[src/rtl/wsr_pkg.sv]
package wsr_pkg;
   typedef enum logic {
      WSR_OUT_COMB = 1'b0,
      WSR_OUT_REG  = 1'b1
   } out_mode_e;
endpackage

[src/rtl/wsr_strobe_edge.sv]
module wsr_strobe_edge (
   input  logic clk_i,
   input  logic rst_ni,
   input  logic strobe_i,
   output logic rise_o
);
   logic strobe_q;

   always_ff @(posedge clk_i or negedge rst_ni) begin
      if (!rst_ni) strobe_q <= 1'b0;
      else         strobe_q <= strobe_i;
   end

   assign rise_o = strobe_i & ~strobe_q;


   rise_single_chk: assert property (@(posedge clk_i) disable iff (!rst_ni)
      rise_o |=> !rise_o);
endmodule

[src/rtl/wsr_toggle_reg.sv]
module wsr_toggle_reg #(
   parameter bit TOG_RESET = 1'b0
) (
   input  logic clk_i,
   input  logic rst_ni,
   input  logic busy_i,
   input  logic rise_i,
   output logic tog_o
);
   logic tog_q;

   always_ff @(posedge clk_i or negedge rst_ni) begin
      if (!rst_ni)              tog_q <= TOG_RESET;
      else if (busy_i && rise_i) tog_q <= ~tog_q;
   end

   assign tog_o = tog_q;


   tog_flip_chk: assert property (@(posedge clk_i) disable iff (!rst_ni)
      (busy_i && rise_i) |=> (tog_o != $past(tog_o)));

   tog_hold_chk: assert property (@(posedge clk_i) disable iff (!rst_ni)
      !(busy_i && rise_i) |=> $stable(tog_o));
endmodule

[src/rtl/wsr_status_mux.sv]
module wsr_status_mux #(
   parameter int                 DATA_W   = 8,
   parameter int                 POLL_BIT = 7,
   parameter int                 TOG_BIT  = 6,
   parameter wsr_pkg::out_mode_e OUT_MODE = wsr_pkg::WSR_OUT_COMB
) (
   input  logic              clk_i,
   input  logic              rst_ni,
   input  logic              busy_i,
   input  logic              tog_i,
   input  logic [DATA_W-1:0] last_i,
   input  logic [DATA_W-1:0] array_i,
   output logic [DATA_W-1:0] data_o
);
   logic [DATA_W-1:0] status;
   logic [DATA_W-1:0] sel;

   for (genvar i = 0; i < DATA_W; i++) begin : g_bit
      if (i == POLL_BIT) begin : g_poll
         assign status[i] = ~last_i[i];
      end else if (i == TOG_BIT) begin : g_tog
         assign status[i] = tog_i;
      end else begin : g_pass
         assign status[i] = last_i[i];
      end
   end

   assign sel = busy_i ? status : array_i;

   if (OUT_MODE == wsr_pkg::WSR_OUT_REG) begin : g_reg
      logic [DATA_W-1:0] data_q;
      always_ff @(posedge clk_i or negedge rst_ni) begin
         if (!rst_ni) data_q <= '0;
         else         data_q <= sel;
      end
      assign data_o = data_q;


      idle_pass_chk: assert property (@(posedge clk_i) disable iff (!rst_ni)
         !busy_i |=> (data_o == $past(array_i)));

      poll_inv_chk: assert property (@(posedge clk_i) disable iff (!rst_ni)
         busy_i |=> (data_o[POLL_BIT] != $past(last_i[POLL_BIT])));
   end else begin : g_comb
      assign data_o = sel;


      idle_pass_chk: assert property (@(posedge clk_i) disable iff (!rst_ni)
         !busy_i |-> (data_o == array_i));

      poll_inv_chk: assert property (@(posedge clk_i) disable iff (!rst_ni)
         busy_i |-> (data_o[POLL_BIT] != last_i[POLL_BIT]));

      tog_out_chk: assert property (@(posedge clk_i) disable iff (!rst_ni)
         busy_i |-> (data_o[TOG_BIT] == tog_i));
   end
endmodule

[src/rtl/wr_status_readback.sv]
module wr_status_readback #(
   parameter int                 DATA_W    = 8,
   parameter int                 POLL_BIT  = 7,
   parameter int                 TOG_BIT   = 6,
   parameter bit                 TOG_RESET = 1'b0,
   parameter wsr_pkg::out_mode_e OUT_MODE  = wsr_pkg::WSR_OUT_COMB
) (
   input  logic              clk_i,
   input  logic              rst_ni,
   input  logic              busy_i,
   input  logic [DATA_W-1:0] last_wr_i,
   input  logic [DATA_W-1:0] array_rd_i,
   input  logic              rd_strobe_i,
   output logic [DATA_W-1:0] rd_data_o
);
   initial begin
      param_chk: assert (DATA_W >= 2 && POLL_BIT < DATA_W && TOG_BIT < DATA_W
                         && POLL_BIT != TOG_BIT)
         else $error("wr_status_readback: bad bit positions");
   end

   logic rise;
   logic tog;

   wsr_strobe_edge i_edge (
      .clk_i    (clk_i),
      .rst_ni   (rst_ni),
      .strobe_i (rd_strobe_i),
      .rise_o   (rise)
   );

   wsr_toggle_reg #(.TOG_RESET(TOG_RESET)) i_tog (
      .clk_i  (clk_i),
      .rst_ni (rst_ni),
      .busy_i (busy_i),
      .rise_i (rise),
      .tog_o  (tog)
   );

   wsr_status_mux #(
      .DATA_W   (DATA_W),
      .POLL_BIT (POLL_BIT),
      .TOG_BIT  (TOG_BIT),
      .OUT_MODE (OUT_MODE)
   ) i_mux (
      .clk_i   (clk_i),
      .rst_ni  (rst_ni),
      .busy_i  (busy_i),
      .tog_i   (tog),
      .last_i  (last_wr_i),
      .array_i (array_rd_i),
      .data_o  (rd_data_o)
   );
endmodule

[config.mk]
export PLATFORM = sky130hd
export DESIGN_NAME = wr_status_readback
export DESIGN_NICKNAME = d
export VERILOG_FILES = /design/src/rtl/wsr_pkg.sv /design/src/rtl/wsr_strobe_edge.sv /design/src/rtl/wsr_toggle_reg.sv /design/src/rtl/wsr_status_mux.sv /design/src/rtl/wr_status_readback.sv
export SDC_FILE = /design/constraint.sdc
export NUM_CORES = 1
export LEC_CHECK = 0
export ABC_CLOCK_PERIOD_IN_PS = 1300
export BUFFER_PORTS_ARGS = -buffer_cell sky130_fd_sc_hd__buf_4
export CORE_AREA = 2 2 39 41
export CTS_CLUSTER_SIZE = 40
export DETAILED_ROUTE_END_ITERATION = 7
export DIE_AREA = 0 0 41 43
export SETUP_SLACK_MARGIN = 0.15
export SLEW_MARGIN = 20
export SYNTH_ARGS = -nofsm -noshare
export SYNTH_HDL_FRONTEND = slang
export SYNTH_SLANG_ARGS = --single-unit
[constraint.sdc]
create_clock -name clk_i -period 1.3 [get_ports clk_i]
set_input_delay 0.26 -clock clk_i [delete_from_list [all_inputs] [get_ports clk_i]]
set_output_delay 0.26 -clock clk_i [all_outputs]
set_load 0.05 [all_outputs]
After elaboration in Yosys (flattened, before gate mapping)
Cells that the tools add are included.
{"block": "classes", "n_bitwise": 4, "div": 0, "order_cmp": 0, "n_mux": 1, "n_addsub": 0, "mul": 0, "n_eq_ne": 0, "shift": 0, "reduce_logical": 1}
{"op": "8-bit 2-to-1 mux", "count": 1}
{"op": "1-bit inverter", "count": 3}
{"op": "1-bit AND", "count": 1}
{"op": "1-bit logical AND", "count": 1}
{"block": "totals", "mem_bits_rw": 0, "latchBits": 0, "mem_bits_ro": 0, "output_inout_bits": 8, "in_bits": 20, "memories": 0, "ff_bits": 2}

Longest topological paths before layout
{"block": "logic_depth", "word_depth": 3, "depth_mapped": 3, "mapped_depth_nobuf": 2}

Cells and area by module
A second synthesis with hierarchy kept.
{"block": "unflattened", "hier_cells": 15, "area_unflattened_um2": 206.4}
{"module": "wsr_status_mux", "seq_area_each_um2": 0.0, "cells_each": 10, "area_per_inst_um2": 130.1, "n_inst": 1}
{"module": "wsr_strobe_edge", "seq_area_each_um2": 25.0, "cells_each": 2, "area_per_inst_um2": 38.8, "n_inst": 1}
{"module": "wsr_toggle_reg", "seq_area_each_um2": 25.0, "cells_each": 3, "area_per_inst_um2": 37.5, "n_inst": 1}

Worst setup path before layout
OpenSTA, ideal clock, no wires.
{"block": "synth_timing", "path_kind": "input -> output", "start": "input port busy_i", "end": "output port rd_data_o[7]", "required_time_ns": 1.040, "stages": 2, "t_arrival_ns": 1.264, "path_buffers": 1, "slack_ns": -0.224, "cell_sequence": "buf_6 > mux2i_1"}
{"block": "synth_between", "elab_chain_len": 1}
{"element": "start, declared", "line_no": "wr_status_readback.sv:10", "text": "input logic busy_i,"}
{"element": "8-bit 2-to-1 mux", "line_no": "wsr_status_mux.sv:28", "text": "assign sel = busy_i ? status : array_i;"}
{"element": "end, declared", "line_no": "wr_status_readback.sv:14", "text": "output logic [DATA_W-1:0] rd_data_o"}
No other way between the ends.

Worst setup path after layout
{"block": "layout_timing", "start": "register i_tog.tog_q (netlist: i_tog.tog_o)", "end": "output port rd_data_o[6]"}
{"block": "layout_between", "elab_chain_len": 1}
{"element": "start, declared", "line_no": "wsr_toggle_reg.sv:10", "text": "logic tog_q;"}
{"element": "start signal, assigned", "line_no": "wsr_toggle_reg.sv:14", "text": "else if (busy_i && rise_i) tog_q <= ~tog_q;"}
{"element": "8-bit 2-to-1 mux", "line_no": "wsr_status_mux.sv:28"}
No other way between the ends.

==> results.cfg <==
[floorplan]
ios = 28
die_y_microns = 43
num_rows = 14
dieArea_sq_mm = 0.00176
core_area_sq_mm = 0.00138
die_w_microns = 41
start_util_pct = 14.2

[setup_path]
crit_path_start_kind = flip-flop
worstPathRequired_ns = 1.04
critPathKind = reg2out
cp.arrival_ns = 1.02
critPathMaxFanout = 2
cp-end-kind = output port

[synthesis]
synth.area.top_cells = mux2_4, dfrtp_1, buf_6
synth_top_area_share_pct = 53.5
synthSimpleGateAreaFrac_pct = 3.82
syn_inst = 14
syn_avg_cell_area_sq_um = 14.0
synth-xor-area-share_pct = 4.46
synth_fa_ha_area_share_pct = 0
synth_top_family_by_area = multiplexers
syn_area_sq_um = 196
synth_cell_types = 7
ys_ff_latch = 2
synth_seq_area_share_pct = 25.5
synthMuxAreaShare_pct = 58.6
synth_compound_area_share_pct = 0
netlist.top_cell.by_area = mux2_4
syn_nets = 34
ys.warnings.count = 0

[layout]
num-fill-cells = 155
antenna_cells_inserted = 0
layout_common_cells = buf_4, mux2_4, clkbuf_4
area_growth_pct = 136
final_common_cell = buf_4
drive_above_1_share_pct = 86.4
nets = 66

[timing]
tightest_slew_ns = 0.141
finalSetupViolCount = 0
max_clock_freq_mhz = 784
slew_violations = 0
hold_viol = 0
setup_slack_ns = 0.0243
fin_tns_setup_ns = 0
post-route-period-util_pct = 98.1
holdWs_ns = 0.157
skew_ns = 0.00138
slew_headroom_pct = 90.4
min_period_ns = 1.28
rsz0062_at_grt = yes

[power_and_ir_drop]
p_leak_nw = 0.247
power_density_mw_per_mm2 = 1150
ir_drop_mv = 0.319

[clock_network]
cts-root-buf = clkbuf_4
cts_buffers = 3
cts_tree = yes
cts_buffer_depth = 2
clock_latency_ns = 0.23
clock-sinks = 2
clk_pin_slew_ns = 0.03
htreeDepth = 1

[routing]
first_pass_iters = 1
via_per_inst = 3.88
wl_microns = 723
via_count = 233
avgRoutedWirePerCell_microns = 12.1
drcViolationCount = 0
postRouteAntennaNets = 0
drtIter0Drc = 0

[grt]
grt_start_max_net_pins = 10
grt-ovfl-total = 0
grt_pass1_vias = 267
grt_pass1_wl_microns = 1080
antenna_found_initial = 0
globalRouteTotalUtil_pct = 10.2

[placement]
gp_congestion = 0.706
place_ws_ns = 0.0724
portBuffers = 26

[status]
status = finished, final reports clean

[job]
max_cap_violations = 0

[worst_hold_path]
min_path_type = in2reg
==> registers in the layout, summed over array words and instances, names as in the netlist <==
signal and cells:
i_tog.tog_o 1, i_edge.strobe_q 1
==> routing by layer <==
| layer | vias to the layer above | wire length (microns) | global-route usage, % |
|---|---|---|---|
| met5 | - | 0 | 0 |
| met4 | 0 | 26 | 10.0 |
| met3 | 4 | 125 | 4.71 |
| met2 | 29 | 257 | 11.9 |
| met1 | 91 | 314 | 12.6 |
| li1 | 109 | - | - |
==> area by class of cell <==
cell class | instances | area (sq um) | share of cell area [%]
timing repair buffer | 28 | 224 | 48.2
multi-input combinational | 10 | 144 | 31.0
clock buffer | 3 | 22.5 | 4.85
tap | 16 | 20.0 | 4.31
sequential | 2 | 50.0 | 10.8
inverter | 1 | 3.75 | 0.809
==> final timing paths <==
kind                            cells past startpoint  slack (ns)              end             from
worst max-delay path                                2        0.02     rd_data_o[6]      i_tog.tog_o
worst min-delay path                                1        0.16  i_edge.strobe_q      rd_strobe_i
worst max register to register                      2        0.53      i_tog.tog_o  i_edge.strobe_q
worst min register to register                      2        0.54      i_tog.tog_o  i_edge.strobe_q
max in group asynchronous                           2        0.85  i_edge.strobe_q           rst_ni
min in group asynchronous                           2        0.36      i_tog.tog_o           rst_ni
==> critical path, cell delays in order (launching register included) <==
cell and delay (ns):
dfrtp_1 0.37, mux2_4 0.27, buf_8 0.15
==> what timing repair did <==
item,4_1_cts,5_1_grt
hold buffers,1,0
cloned,0,0
pin swaps,0,0
resized for setup,3,0
endpoints found under the hold margin,2,0
setup buffers,1,0
endpoints found under the setup margin,8,8
==> where the power goes <==
group | switching [W] | internal, W
clock | 0.0000395 | 0.000102
sequential | 0.00000871 | 0.0000804
combinational | 0.000150 | 0.000154
==> stage by stage <==
stage               power (W)  instances  util (%)  area, sq um
floorplan            0.000262         14         -          209
detailed placement   0.000352         55      29.8          413
global route         0.000564         60      33.5          464
finish               0.000535         60      33.5          464
CTS                  0.000544         60      33.5          464
global placement     0.000348         55      29.8          413
==> logic make-up (layout without fill, tap and decap cells) <==
group,after synthesis,in the layout
xor+xnor,1,1
buf+inv,2,32
flops,2,2
mux,8,8
simple gates,1,1
==> Yosys cell counts, drive strengths merged <==
cell	count
nand3b	1
mux2	7
mux2i	1
xnor2	1
inv	1
dfrtp	2
buf	1
Power figures use the tool's default switching activity.
